`src/rtl/pic_pkg.sv`:
```
package pic_pkg;
  localparam int LVL_W    = 3;
  localparam int NUM_W    = 5;   // status source-number field, bits 10:6
  localparam int EN_BIT   = 12;
  localparam int PEND_BIT = 8;
  localparam int SNS_LSB  = 4;

  // bit 1: active polarity (1 = high), bit 0: level sensitive
  typedef enum logic [1:0] {
    SNS_FALL = 2'b00,
    SNS_LOW  = 2'b01,
    SNS_RISE = 2'b10,
    SNS_HIGH = 2'b11
  } sense_e;
endpackage

```
`src/rtl/pic_sync.sv`:
```
module pic_sync #(
  parameter int W = 31
) (
  input  logic         clk_i,
  input  logic         rst_ni,
  input  logic [W-1:0] raw_i,
  output logic [W-1:0] cur_o,
  output logic [W-1:0] prev_o
);
  logic [W-1:0] s1_q, s2_q, s3_q;

  always_ff @(posedge clk_i or negedge rst_ni) begin
    if (!rst_ni) begin
      s1_q <= '0;
      s2_q <= '0;
      s3_q <= '0;
    end else begin
      s1_q <= raw_i;
      s2_q <= s1_q;
      s3_q <= s2_q;
    end
  end

  assign cur_o  = s2_q;
  assign prev_o = s3_q;
endmodule

```
`src/rtl/pic_src_cell.sv`:
```
module pic_src_cell
  import pic_pkg::*;
(
  input  logic             clk_i,
  input  logic             rst_ni,
  input  logic             wr_i,
  input  logic [15:0]      wdata_i,
  input  logic             cur_i,
  input  logic             prev_i,
  output logic             en_o,
  output logic [1:0]       sense_o,
  output logic [LVL_W-1:0] lvl_o,
  output logic             pend_o
);
  logic             en_q, en_d;
  logic [1:0]       sense_q, sense_d;
  logic [LVL_W-1:0] lvl_q, lvl_d;
  logic             pend_q, pend_d;
  logic             at_active, edge_hit;

  always_comb begin
    en_d    = en_q;
    sense_d = sense_q;
    lvl_d   = lvl_q;
    if (wr_i) begin
      en_d    = wdata_i[EN_BIT];
      sense_d = wdata_i[SNS_LSB+1:SNS_LSB];
      lvl_d   = wdata_i[LVL_W-1:0];
    end
  end

  // pending follows the mode in force after this cycle's write
  assign at_active = (cur_i == sense_d[1]);
  assign edge_hit  = (cur_i != prev_i) && at_active;

  always_comb begin
    if (sense_d[0])                         pend_d = at_active;
    else if (edge_hit)                      pend_d = 1'b1;
    else if (wr_i && !wdata_i[PEND_BIT])    pend_d = 1'b0;
    else                                    pend_d = pend_q;
  end

  always_ff @(posedge clk_i or negedge rst_ni) begin
    if (!rst_ni) begin
      en_q    <= 1'b0;
      sense_q <= SNS_FALL;
      lvl_q   <= '0;
      pend_q  <= 1'b0;
    end else begin
      en_q    <= en_d;
      sense_q <= sense_d;
      lvl_q   <= lvl_d;
      pend_q  <= pend_d;
    end
  end

  assign en_o    = en_q;
  assign sense_o = sense_q;
  assign lvl_o   = lvl_q;
  assign pend_o  = pend_q;
endmodule

```
`src/rtl/pic_arbiter.sv`:
```
module pic_arbiter
  import pic_pkg::*;
#(
  parameter int NUM_SRC = 31
) (
  input  logic [NUM_SRC-1:0]            elig_i,
  input  logic [NUM_SRC-1:0][LVL_W-1:0] lvl_i,
  output logic [NUM_W-1:0]              win_o,
  output logic                          any_o
);
  logic [LVL_W-1:0] best_lvl;
  logic [NUM_W-1:0] best_num;

  // strict compare keeps the lowest number on equal levels
  always_comb begin
    best_lvl = '0;
    best_num = '0;
    for (int k = 0; k < NUM_SRC; k++) begin
      if (elig_i[k] && (lvl_i[k] > best_lvl)) begin
        best_lvl = lvl_i[k];
        best_num = NUM_W'(k + 1);
      end
    end
  end

  assign win_o = best_num;
  assign any_o = |elig_i;
endmodule

```
`src/rtl/prio_irq_ctrl.sv`:
```
module prio_irq_ctrl
  import pic_pkg::*;
#(
  parameter int          NUM_SRC  = 31,   // at most 31: five-bit number field
  parameter int          ADDR_W   = 9,
  parameter logic [3:0]  VEC_BASE = 4'h0
) (
  input  logic               clk_i,
  input  logic               rst_ni,
  input  logic [NUM_SRC-1:0] src_i,
  input  logic               bus_req_i,
  input  logic               bus_we_i,
  input  logic [ADDR_W-1:0]  bus_addr_i,
  input  logic [15:0]        bus_wdata_i,
  output logic [15:0]        bus_rdata_o,
  output logic               irq_o
);
  localparam logic [ADDR_W-1:0] STS_ADDR  = ADDR_W'('h002);
  localparam logic [ADDR_W-1:0] REQ0_ADDR = ADDR_W'('h004);
  localparam logic [ADDR_W-1:0] REQ1_ADDR = ADDR_W'('h006);
  localparam logic [ADDR_W-1:0] CTRL_BASE = ADDR_W'('h100);

  logic [NUM_SRC-1:0]            cur_v, prev_v, en_v, pend_v, elig_v;
  logic [NUM_SRC-1:0]            ctrl_hit, wr_hit;
  logic [NUM_SRC-1:0][1:0]       sense_v;
  logic [NUM_SRC-1:0][LVL_W-1:0] lvl_v;
  logic [NUM_W-1:0]              win_num;
  logic                          any_elig;
  logic                          bus_wr;
  logic [31:0]                   pend_num;
  logic [15:0]                   rd_mux, rdata_q;

  assign bus_wr = bus_req_i & bus_we_i;

  pic_sync #(.W(NUM_SRC)) u_sync (
    .clk_i  (clk_i),
    .rst_ni (rst_ni),
    .raw_i  (src_i),
    .cur_o  (cur_v),
    .prev_o (prev_v)
  );

  for (genvar k = 0; k < NUM_SRC; k++) begin : g_src
    assign ctrl_hit[k] = (bus_addr_i == CTRL_BASE + ADDR_W'(2 * k));
    assign wr_hit[k]   = bus_wr & ctrl_hit[k];

    pic_src_cell u_cell (
      .clk_i   (clk_i),
      .rst_ni  (rst_ni),
      .wr_i    (wr_hit[k]),
      .wdata_i (bus_wdata_i),
      .cur_i   (cur_v[k]),
      .prev_i  (prev_v[k]),
      .en_o    (en_v[k]),
      .sense_o (sense_v[k]),
      .lvl_o   (lvl_v[k]),
      .pend_o  (pend_v[k])
    );

    assign elig_v[k] = en_v[k] & pend_v[k] & (lvl_v[k] != '0);
  end

  pic_arbiter #(.NUM_SRC(NUM_SRC)) u_arb (
    .elig_i (elig_v),
    .lvl_i  (lvl_v),
    .win_o  (win_num),
    .any_o  (any_elig)
  );

  assign irq_o = any_elig;

  // bit n of pend_num is source n; bit 0 has no source
  assign pend_num = 32'({pend_v, 1'b0});

  always_comb begin
    rd_mux = '0;
    if (bus_addr_i == STS_ADDR)       rd_mux = {VEC_BASE, 1'b0, win_num, 6'b0};
    else if (bus_addr_i == REQ0_ADDR) rd_mux = pend_num[15:0];
    else if (bus_addr_i == REQ1_ADDR) rd_mux = pend_num[31:16];
    else begin
      for (int k = 0; k < NUM_SRC; k++) begin
        if (ctrl_hit[k])
          rd_mux = {3'b0, en_v[k], 3'b0, pend_v[k], 2'b0, sense_v[k], 1'b0, lvl_v[k]};
      end
    end
  end

  always_ff @(posedge clk_i or negedge rst_ni) begin
    if (!rst_ni)                      rdata_q <= '0;
    else if (bus_req_i && !bus_we_i)  rdata_q <= rd_mux;
  end

  assign bus_rdata_o = rdata_q;
endmodule

```
`config.mk`:
```
export PLATFORM = sky130hd
export DESIGN_NAME = prio_irq_ctrl
export DESIGN_NICKNAME = d
export VERILOG_FILES = /design/src/rtl/pic_pkg.sv /design/src/rtl/pic_sync.sv /design/src/rtl/pic_src_cell.sv /design/src/rtl/pic_arbiter.sv /design/src/rtl/prio_irq_ctrl.sv
export SDC_FILE = /design/constraint.sdc
export NUM_CORES = 1
export LEC_CHECK = 0
export BUFFER_PORTS_ARGS = -buffer_cell sky130_fd_sc_hd__buf_2
export CORE_UTILIZATION = 43
export DETAILED_ROUTE_END_ITERATION = 10
export PLACE_DENSITY = 0.57
export SETUP_SLACK_MARGIN = 0.05
export SKIP_CTS_REPAIR_TIMING = 1
export SLEW_MARGIN = 20
export SYNTH_ARGS = -nofsm -noshare
export SYNTH_HDL_FRONTEND = slang
export SYNTH_SLANG_ARGS = --single-unit
export TNS_END_PERCENT = 50
```
`constraint.sdc`:
```
create_clock -name clk_i -period 51.6 [get_ports clk_i]
set_input_delay 10.32 -clock clk_i [delete_from_list [all_inputs] [get_ports clk_i]]
set_output_delay 10.32 -clock clk_i [all_outputs]
set_load 0.02 [all_outputs]
```
-- Word level (Yosys, flattened, before mapping)
Cells that the tools add are included.
- input port bits: 60
- output and inout bits: 17
- register bits after elaboration: 326
- logic and storage cells: 727
- bitwise gates (word level): 94
- muxes and demuxes: 219
- equal/unequal tests: 96
- order comparisons: 31
- reductions and logical operators: 159
- operators with widths (cell ; count):
    $mux W16 ; 33
    $eq A9 B9 Y1 const B ; 31
    $reduce_bool A3 Y1 ; 62
    $mux W3 ; 34
    $and A1 B1 Y1 ; 94
    $logic_and A1 B1 Y1 ; 94
    $mux W1 ; 94
    $gt A3 B3 Y1 ; 30
    $mux W5 ; 16
    $mux W2 ; 33
    $mux W4 ; 8
    $eq A1 B1 Y1 ; 31
    $ne A1 B1 Y1 ; 31
    $reduce_or A31 Y1 ; 1
    $eq A9 B3 Y1 const B ; 2
    $mux W13 ; 1
    $eq A9 B2 Y1 const B ; 1
    $gt A3 B1 Y1 const B ; 1
    $logic_not A1 Y1 ; 2

-- Depth between registers and ports, before layout
Gate-level depths: netlist (run 1).
- word-level depth: 95
- depth in mapped cells: 214
- gate-level depth less buffers: 213

-- By module
Synthesis (run 1) repeated with hierarchy kept, for this count alone.
- cells, all modules: 1896
- area, all modules: 19457.4 um^2
- by module, submodules not included (module ; sequential area each (um^2) ; area each (um^2) ; cells each ; instances):
    pic_src_cell ; 175.2 ; 296.5 ; 20 ; 31
    pic_arbiter ; 0.0 ; 4295.4 ; 656 ; 1
    prio_irq_ctrl ; 400.4 ; 3642.2 ; 527 ; 1
    pic_sync ; 2327.2 ; 2327.2 ; 93 ; 1

-- Worst setup path before layout (run 1)
Ideal clock, no wire load.
- kind: flip-flop to flip-flop
- from: register g_src[0].u_cell.pend_q
- to: register rdata_q[10] (netlist: bus_rdata_o[10])
- arrival time: 36489 ps
- period minus slack after synthesis: 36629 ps
- stages on the path, launching flop included: 207
- path slack: 14971 ps
- path buffers: 1
- required time: 51460 ps
- library setup time: 140 ps
- path through: dfrtp_1 nand3_1 ha_1 nor2b_1 o21a_1 o211ai_4 nand2_1 o21ai_0 ha_1 nor2_1 maj3_1 mux2i_1 a21oi_1 nor2_1 a21oi_1 ha_1 nor2_1 and2_1 [171 not listed] o211a_1 a21oi_1 nand3_1 a21oi_1 mux2i_1 ha_1 nor2b_1 o21a_1 o21ai_1 nor2_1 a21o_1 ha_1 a21o_1 a21oi_1 a311oi_1 nor4_1 nor4b_1 a31oi_1
- word-level cells in the longest chain between the ends: 95
- elaborated cells on any way between the ends: 110
- classes of those cells: order compare: 30; mux: 47; bitwise: 2; reduce/logical: 31
- RTL lines (element ; line ; source):
    start, declared ; pic_src_cell.sv:18 ; logic pend_q, pend_d;
    start signal, assigned ; pic_src_cell.sv:53 ; pend_q <= pend_d;
    $and A1 B1 Y1 * (2 in a row) ; prio_irq_ctrl.sv:60 ; assign elig_v[k] = en_v[k] & pend_v[k] & (lvl_v[k] != '0);
    $logic_and A1 B1 Y1 * ; pic_arbiter.sv:19 ; if (elig_i[k] && (lvl_i[k] > best_lvl)) begin
    $mux W3 * ; pic_arbiter.sv:19 ;
    $gt A3 B3 Y1 ; pic_arbiter.sv:19 ;
    $logic_and A1 B1 Y1 ; pic_arbiter.sv:19 ;
    $mux W3 * ; pic_arbiter.sv:19 ;
    $gt A3 B3 Y1 ; pic_arbiter.sv:19 ;
    $logic_and A1 B1 Y1 ; pic_arbiter.sv:19 ;
    [78 not listed] ; n/a ;
    $mux W3 ; pic_arbiter.sv:19 ;
    $gt A3 B3 Y1 ; pic_arbiter.sv:19 ;
    $logic_and A1 B1 Y1 ; pic_arbiter.sv:19 ;
    $mux W3 ; pic_arbiter.sv:19 ;
    $gt A3 B3 Y1 ; pic_arbiter.sv:19 ;
    $logic_and A1 B1 Y1 ; pic_arbiter.sv:19 ;
    $mux W5 * ; pic_arbiter.sv:19 ;
    $mux W16 * ; prio_irq_ctrl.sv:77 ; if (bus_addr_i == STS_ADDR) rd_mux = {VEC_BASE, 1'b0, win_num, 6'b0};
    end signal, assigned ; prio_irq_ctrl.sv:90 ; else if (bus_req_i && !bus_we_i) rdata_q <= rd_mux;
    end, declared ; prio_irq_ctrl.sv:31 ; logic [15:0] rd_mux, rdata_q;
Every way passes the cells marked *; elsewhere a longest branch is shown, timed or not.
A chain may end at the register's enable or synchronous reset.

-- Final worst setup path (run 1)
Same ends and word-level chain as after synthesis.

==> flow_summary.toml, run 1 <==
[run_status]
status = "completed"

[global_route]
grt_pass1_wl_um = 99000
overflow = 0
grtUsageTotal = 0.304
grt_pass1_vias = 15600
grt_antenna_before_repair = 6
grt_max_degree = 156

[setup_path]
worstPathArrival_ns = 42.86
crit_fanout = 8
cp_top_family = "compound AO/OA/AOI/OAI gates"
critPathCaptureType = "flip-flop"
path_class = "reg2reg"
worstPathRequired_ns = 52.03
crit_buf_inv = 9
cpMostUsedCell = "nor2_1"
setup.worst_path.start_class = "flip-flop"
crit_path_max_incr_delay_ns = 0.53
cp_slowest_cell = "dfrtp_1"

[timing]
setup_violations = 0
tightest_slew_ns = 1.00
timing.final.crit_share = 0.822
fmax_mhz = 23.6
final.min_clock_period_ns = 42.44
slew_headroom = 0.329
slew_violations = 0
rsz0062_at_grt = "false"
fin_skew_ns = 0.0137
timing_hold_violations_final = 0
setup_tns_ns = 0

[drt]
vias = 16400
wl_per_cell_um = 25.8
wirelength_um = 65600
detail_route.vias_per_cell = 6.43
first_iter_violations = 1496
drc = 0
detail_route.first_pass.iterations = 6
antenna_left = 0

[layout]
fin_nets = 2070
most-common-layout-cells = "326 x dfrtp_1, 202 x nor2_1, 168 x mux2_2"
final_cell_area_um2 = 20700
layout_commonest_cell = "dfrtp_1"
layout-drive-gt1-share = 0.200
area_delta_synth_final_pct = 13.0
nFillCells = 3935

[synth]
synth_fp_nets = 1982
async_flop_share = 1.00
synth.yosys.seq_area_share = 0.445
synth_seq_cells = 326
ys.flop_type = "dfrtp_1"
synthCells = 1886
synth.cell_area_um2 = 18300
synth.distinct_cells = 93
synth_edf_count = 0
syn_avg_cell_area_um2 = 9.72
yosysWarnings = 0

[power_and_ir_drop]
p_leak_nw = 9.33
ir_drop_uv = 27.1
power_density_nw_per_um2 = 28.6

[run]
drv_cap = 0

[cts]
cts.path.max_buffers = 3
h-tree-depth = 2
cts_buffers = 38
cts_tree = "done"
cts-root-buf = "clkbuf_16"
clkSlewWorstSetupHoldPaths_ns = 0.06
clkLatencyLatePin_ns = 0.57
clkSinkCount = 326

[placement]
post_dp_cell_area_um2 = 19400
gp_congestion = 0.968
portBuffers = 67
dp_hpwl_um = 49000

[floorplanning]
dieHeight_um = 208
ios = 77
core_area_um2 = 42000
start_util = 0.436
dieWidth_um = 208
dieArea_um2 = 43500
rows = 75

[worst_hold_path]
hp-class = "reg2reg"
==> Yosys cell counts (14+ instances only) <==
library cell  count  area [um^2]
dfrtp_1         326         8160
nor2_1          202          758
mux2_2          168         1890
nand2_1         127          477
o21ai_0         125          626
inv_1            90          338
nor3_1           77          385
a21oi_1          70          350
a31oi_1          56          350
clkbuf_1         52          195
nand3_1          48          240
ha_1             36          450
or2_2            36          225
a221oi_1         35          307
a22oi_1          35          263
and3_1           32          200
a22o_1           20          175
o21a_1           19          143
and2_1           18          113
a21o_1           15          113
nand4_1          15         93.8
o311ai_0         15          131
mux2i_1          14          140
o211ai_1         14          105
==> cell type report <==
class | count | area (um^2) | share of cell area
clock inverter | 13 | 189 | 0.00912
clock buffer | 53 | 1080 | 0.0520
sequential | 326 | 8160 | 0.394
timing repair buffer | 104 | 636 | 0.0307
antenna | 4 | 10.0 | 0.000483
tap | 539 | 674 | 0.0326
inverter | 90 | 338 | 0.0163
multi-input combinational | 1414 | 9630 | 0.465
==> worst register-to-register path, delay by kind of cell, from the launching register on <==
kind,cells,cell delay (ns)
fa+ha+maj,35,9.58
flops,1,0.53
buf+inv,9,0.89
compound gates,83,16.77
simple gates,77,11.84
mux,9,2.63
==> metal layers <==
layer  vias to the layer above  part of all wire  track usage
met5                         -           0.00040            0
met4                         4             0.045        0.140
met3                       159             0.077       0.0482
met2                       685              0.44        0.460
met1                      8193              0.44        0.427
li1                       7323                 -            -
==> power breakdown <==
group	internal [mW]	total (mW)	switching, mW
clock	0.162	0.274	0.112
sequential	0.264	0.273	0.00937
combinational	0.0150	0.0447	0.0296
total	0.441	0.592	0.151
==> sequential cells by signal, summed over array words and instances (netlist names) <==
name and count:
g_src.u_cell.lvl_o 93, bus_rdata_o 16, u_sync.s1_q 31, g_src.u_cell.sense_o 62, g_src.u_cell.pend_o 31, u_sync.cur_o 31
u_sync.prev_o 31, g_src.u_cell.en_o 31
==> path summary, 6_finish.rpt <==
| kind | start | endpoint | slack, ns | cells after the start |
|---|---|---|---|---|
| worst max-delay path | g_src[0].u_cell.pend_o$_DFFE_PN0P_ | bus_rdata_o[10]$_DFFE_PN0P_ | 9.16 | 213 |
| worst min-delay path | u_sync.s1_q[12]$_DFF_PN0_ | u_sync.cur_o[12]$_DFF_PN0_ | 0.35 | 0 |
| worst max register to register | g_src[0].u_cell.pend_o$_DFFE_PN0P_ | bus_rdata_o[10]$_DFFE_PN0P_ | 9.16 | 213 |
| worst min register to register | u_sync.s1_q[12]$_DFF_PN0_ | u_sync.cur_o[12]$_DFF_PN0_ | 0.35 | 0 |
| max in group asynchronous | rst_ni | g_src[8].u_cell.sense_o[1]$_DFF_PN0_ | 40.23 | 2 |
| min in group asynchronous | rst_ni | bus_rdata_o[9]$_DFFE_PN0P_ | 9.74 | 1 |
==> per-stage QoR <==
stage / std cells / hold slack [ns] / total power, mW / setup WS [ns] / utilization
after detailed placement: 2473 / 0.336 / 0.322 / 9.79 / 0.462
final: 2543 / 0.345 / 0.592 / 9.16 / 0.493
after global routing: 2540 / 0.351 / 0.613 / 5.54 / 0.493
after global placement: 2473 / 0.332 / 0.321 / 10.30 / 0.462
after CTS: 2539 / 0.348 / 0.596 / 9.65 / 0.493
after floorplan: 1886 / 0.331 / 0.300 / 14.97 / -
==> cell families (layout without fill, tap and decap cells) <==
| kind of cell | Yosys count | after routing | share of synthesized area |
|---|---|---|---|
| other | 0 | 4 | 0 |
| buffers and inverters | 146 | 260 | 0.0304 |
| adders and majority gates | 43 | 43 | 0.0285 |
| and+or+nand+nor | 617 | 617 | 0.161 |
| AOI/OAI and AO/OA | 572 | 572 | 0.224 |
| DFF | 326 | 326 | 0.445 |
| muxes | 182 | 182 | 0.111 |
Power figures use the tool's default switching activity.
==> inputs of run 2 (changes only) <==
==> constraint.sdc (replaced) <==
create_clock -name clk_i -period 39.6 [get_ports clk_i]
set_input_delay 7.92 -clock clk_i [delete_from_list [all_inputs] [get_ports clk_i]]
set_output_delay 7.92 -clock clk_i [all_outputs]
set_load 0.02 [all_outputs]
==> flow_summary.toml, run 2 (synthesis results as in run 1) <==
[setup_path]
setup.worst_path.start_class = "flip-flop"
timing.rr.end = "bus_rdata_o[8]$_DFFE_PN0P_"
startpoint = "g_src[0].u_cell.en_o$_DFFE_PN0P_"
crit_buf_inv = 13
cpMostUsedCell = "ha_1"
path_depth = 211
critPathCapture = "bus_rdata_o[8]$_DFFE_PN0P_"
worstPathArrival_ns = 37.89
crit_fanout = 5
critPathCaptureType = "flip-flop"
r2r_cells = 211
cp_slowest_cell = "or4_1"
regToRegStartpoint = "g_src[0].u_cell.en_o$_DFFE_PN0P_"
rrSetupSlack_ns = 2.12
cp_top_family = "compound AO/OA/AOI/OAI gates"
crit_path_max_incr_delay_ns = 0.50
path_class = "reg2reg"
worstPathRequired_ns = 40.01

[drt]
route.met3.wl_um = 5570
wirelength_um = 66800
wl_per_cell_um = 25.6
top_layer_used = "met5"
vias = 16700
wl_met1_um = 28800
drc = 0
detail_route.first_pass.iterations = 5
antenna_left = 0
met2_length_um = 29200
first_iter_violations = 1467
detail_route.vias_per_cell = 6.40

[layout]
stdcell_count = 2613
layout-drive-gt1-share = 0.267
nFillCells = 3893
layout_commonest_cell = "dfrtp_1"
largest_reg_flops = 93
fin_nets = 2143
antenna-diode-count = 0
area_delta_synth_final_pct = 18.4
most-common-layout-cells = "323 x dfrtp_1, 182 x nor2_1, 165 x mux2_2"

[placement]
dp_hpwl_um = 49600
dp_cells = 2525
gp_congestion = 0.996
portBuffers = 67

[timing]
timing.final.crit_share = 0.947
timing_hold_violations_final = 0
fmax_mhz = 26.7
tightest_slew_ns = 1.03
final.min_clock_period_ns = 37.48
setup_violations = 0
fin_skew_ns = 0.0174
slew_headroom = 0.309
slew_violations = 0

[cts]
cts_tree = "done"
cts_buffers = 38
clkSlewWorstSetupHoldPaths_ns = 0.06
cts.path.max_buffers = 3
h-tree-depth = 2
clkLatencyLatePin_ns = 0.58
cts-root-buf = "clkbuf_16"
clkSinkCount = 326

[floorplanning]
dieWidth_um = 208
core_area_um2 = 42000
rows = 75
dieArea_um2 = 43500
ios = 77
start_util = 0.436
dieHeight_um = 208

[worst_hold_path]
hp-class = "reg2reg"

[global_route]
grtUsageTotal = 0.308
grt_antenna_before_repair = 3
grt_max_degree = 156
grt_pass1_wl_um = 100000
overflow = 0
grt_pass1_vias = 16000

[power_and_ir_drop]
power_density_nw_per_um2 = 35.8
ir_drop_uv = 37.0
combPwrFrac = 0.084
p_switching_mw = 0.204
p_int_mw = 0.573
clkPwrFrac = 0.458
seqPwrFrac = 0.459
p_leak_nw = 9.77
swShare = 0.263
p_total_mw = 0.776

[run]
drv_cap = 0

[run_status]
status = "completed"
run 2: stage by stage:
stage	TNS (ns)	util	hold WS (ns)	instance area [um^2]	worst slack (ns)
2_1_floorplan	0	-	0.331	18300	2.97
3_3_place_gp	0	0.472	0.332	19800	0.432
3_5_place_dp	-0.762	0.472	0.335	19800	-0.305
4_1_cts	-0.956	0.501	0.348	21100	-0.339
5_1_grt	-0.409	0.516	0.351	21700	-0.166
6_report	0	0.516	0.344	21700	2.12
run 2: worst min-delay path by stage:
stage                              startpoint                    endpoint  slack [ns]  depth (start not counted)
detailed placement   u_sync.s1_q[0]$_DFF_PN0_   u_sync.cur_o[0]$_DFF_PN0_        0.33                          0
global route        u_sync.s1_q[12]$_DFF_PN0_  u_sync.cur_o[12]$_DFF_PN0_        0.35                          0
finish              u_sync.s1_q[12]$_DFF_PN0_  u_sync.cur_o[12]$_DFF_PN0_        0.34                          0
CTS                 u_sync.s1_q[23]$_DFF_PN0_  u_sync.cur_o[23]$_DFF_PN0_        0.35                          0
global placement    u_sync.s1_q[17]$_DFF_PN0_  u_sync.cur_o[17]$_DFF_PN0_        0.33                          0
floorplan            u_sync.s1_q[0]$_DFF_PN0_   u_sync.cur_o[0]$_DFF_PN0_        0.33                          0
run 2: power by group through the flow:
| stage | clock network (mW) | logic (mW) | registers, mW |
|---|---|---|---|
| 2_1_floorplan | 0 | 0.0332 | 0.358 |
| 3_3_place_gp | 0 | 0.0590 | 0.361 |
| 3_5_place_dp | 0 | 0.0600 | 0.362 |
| 6_report | 0.355 | 0.0650 | 0.356 |
| 4_1_cts | 0.361 | 0.0602 | 0.356 |
| 5_1_grt | 0.373 | 0.0719 | 0.357 |
run 2: final cells by class:
class	count	area (um^2)	share of cell area
Timing Repair Buffer	177	1190	0.0549
Multi-Input combinational cell	1414	10100	0.465
Clock buffer	52	1070	0.0495
Sequential cell	326	8160	0.376
Inverter	90	338	0.0156
Tap cell	539	674	0.0311
Clock inverter	15	175	0.00807
run 2: worst register-to-register path: cells and delay by family, from the launching register on:
family,cells,cell delay (ns)
buffers and inverters,13,1.48
AOI/OAI and AO/OA,83,13.50
muxes,8,2.31
and+or+nand+nor,72,9.65
adders and majority gates,35,9.89
DFF,1,0.45
run 2: metal layers:
metal	up-vias	global-route usage
met4	4	0.143
met3	167	0.0525
met2	739	0.464
met5	-	0
li1	7486	-
met1	8340	0.431
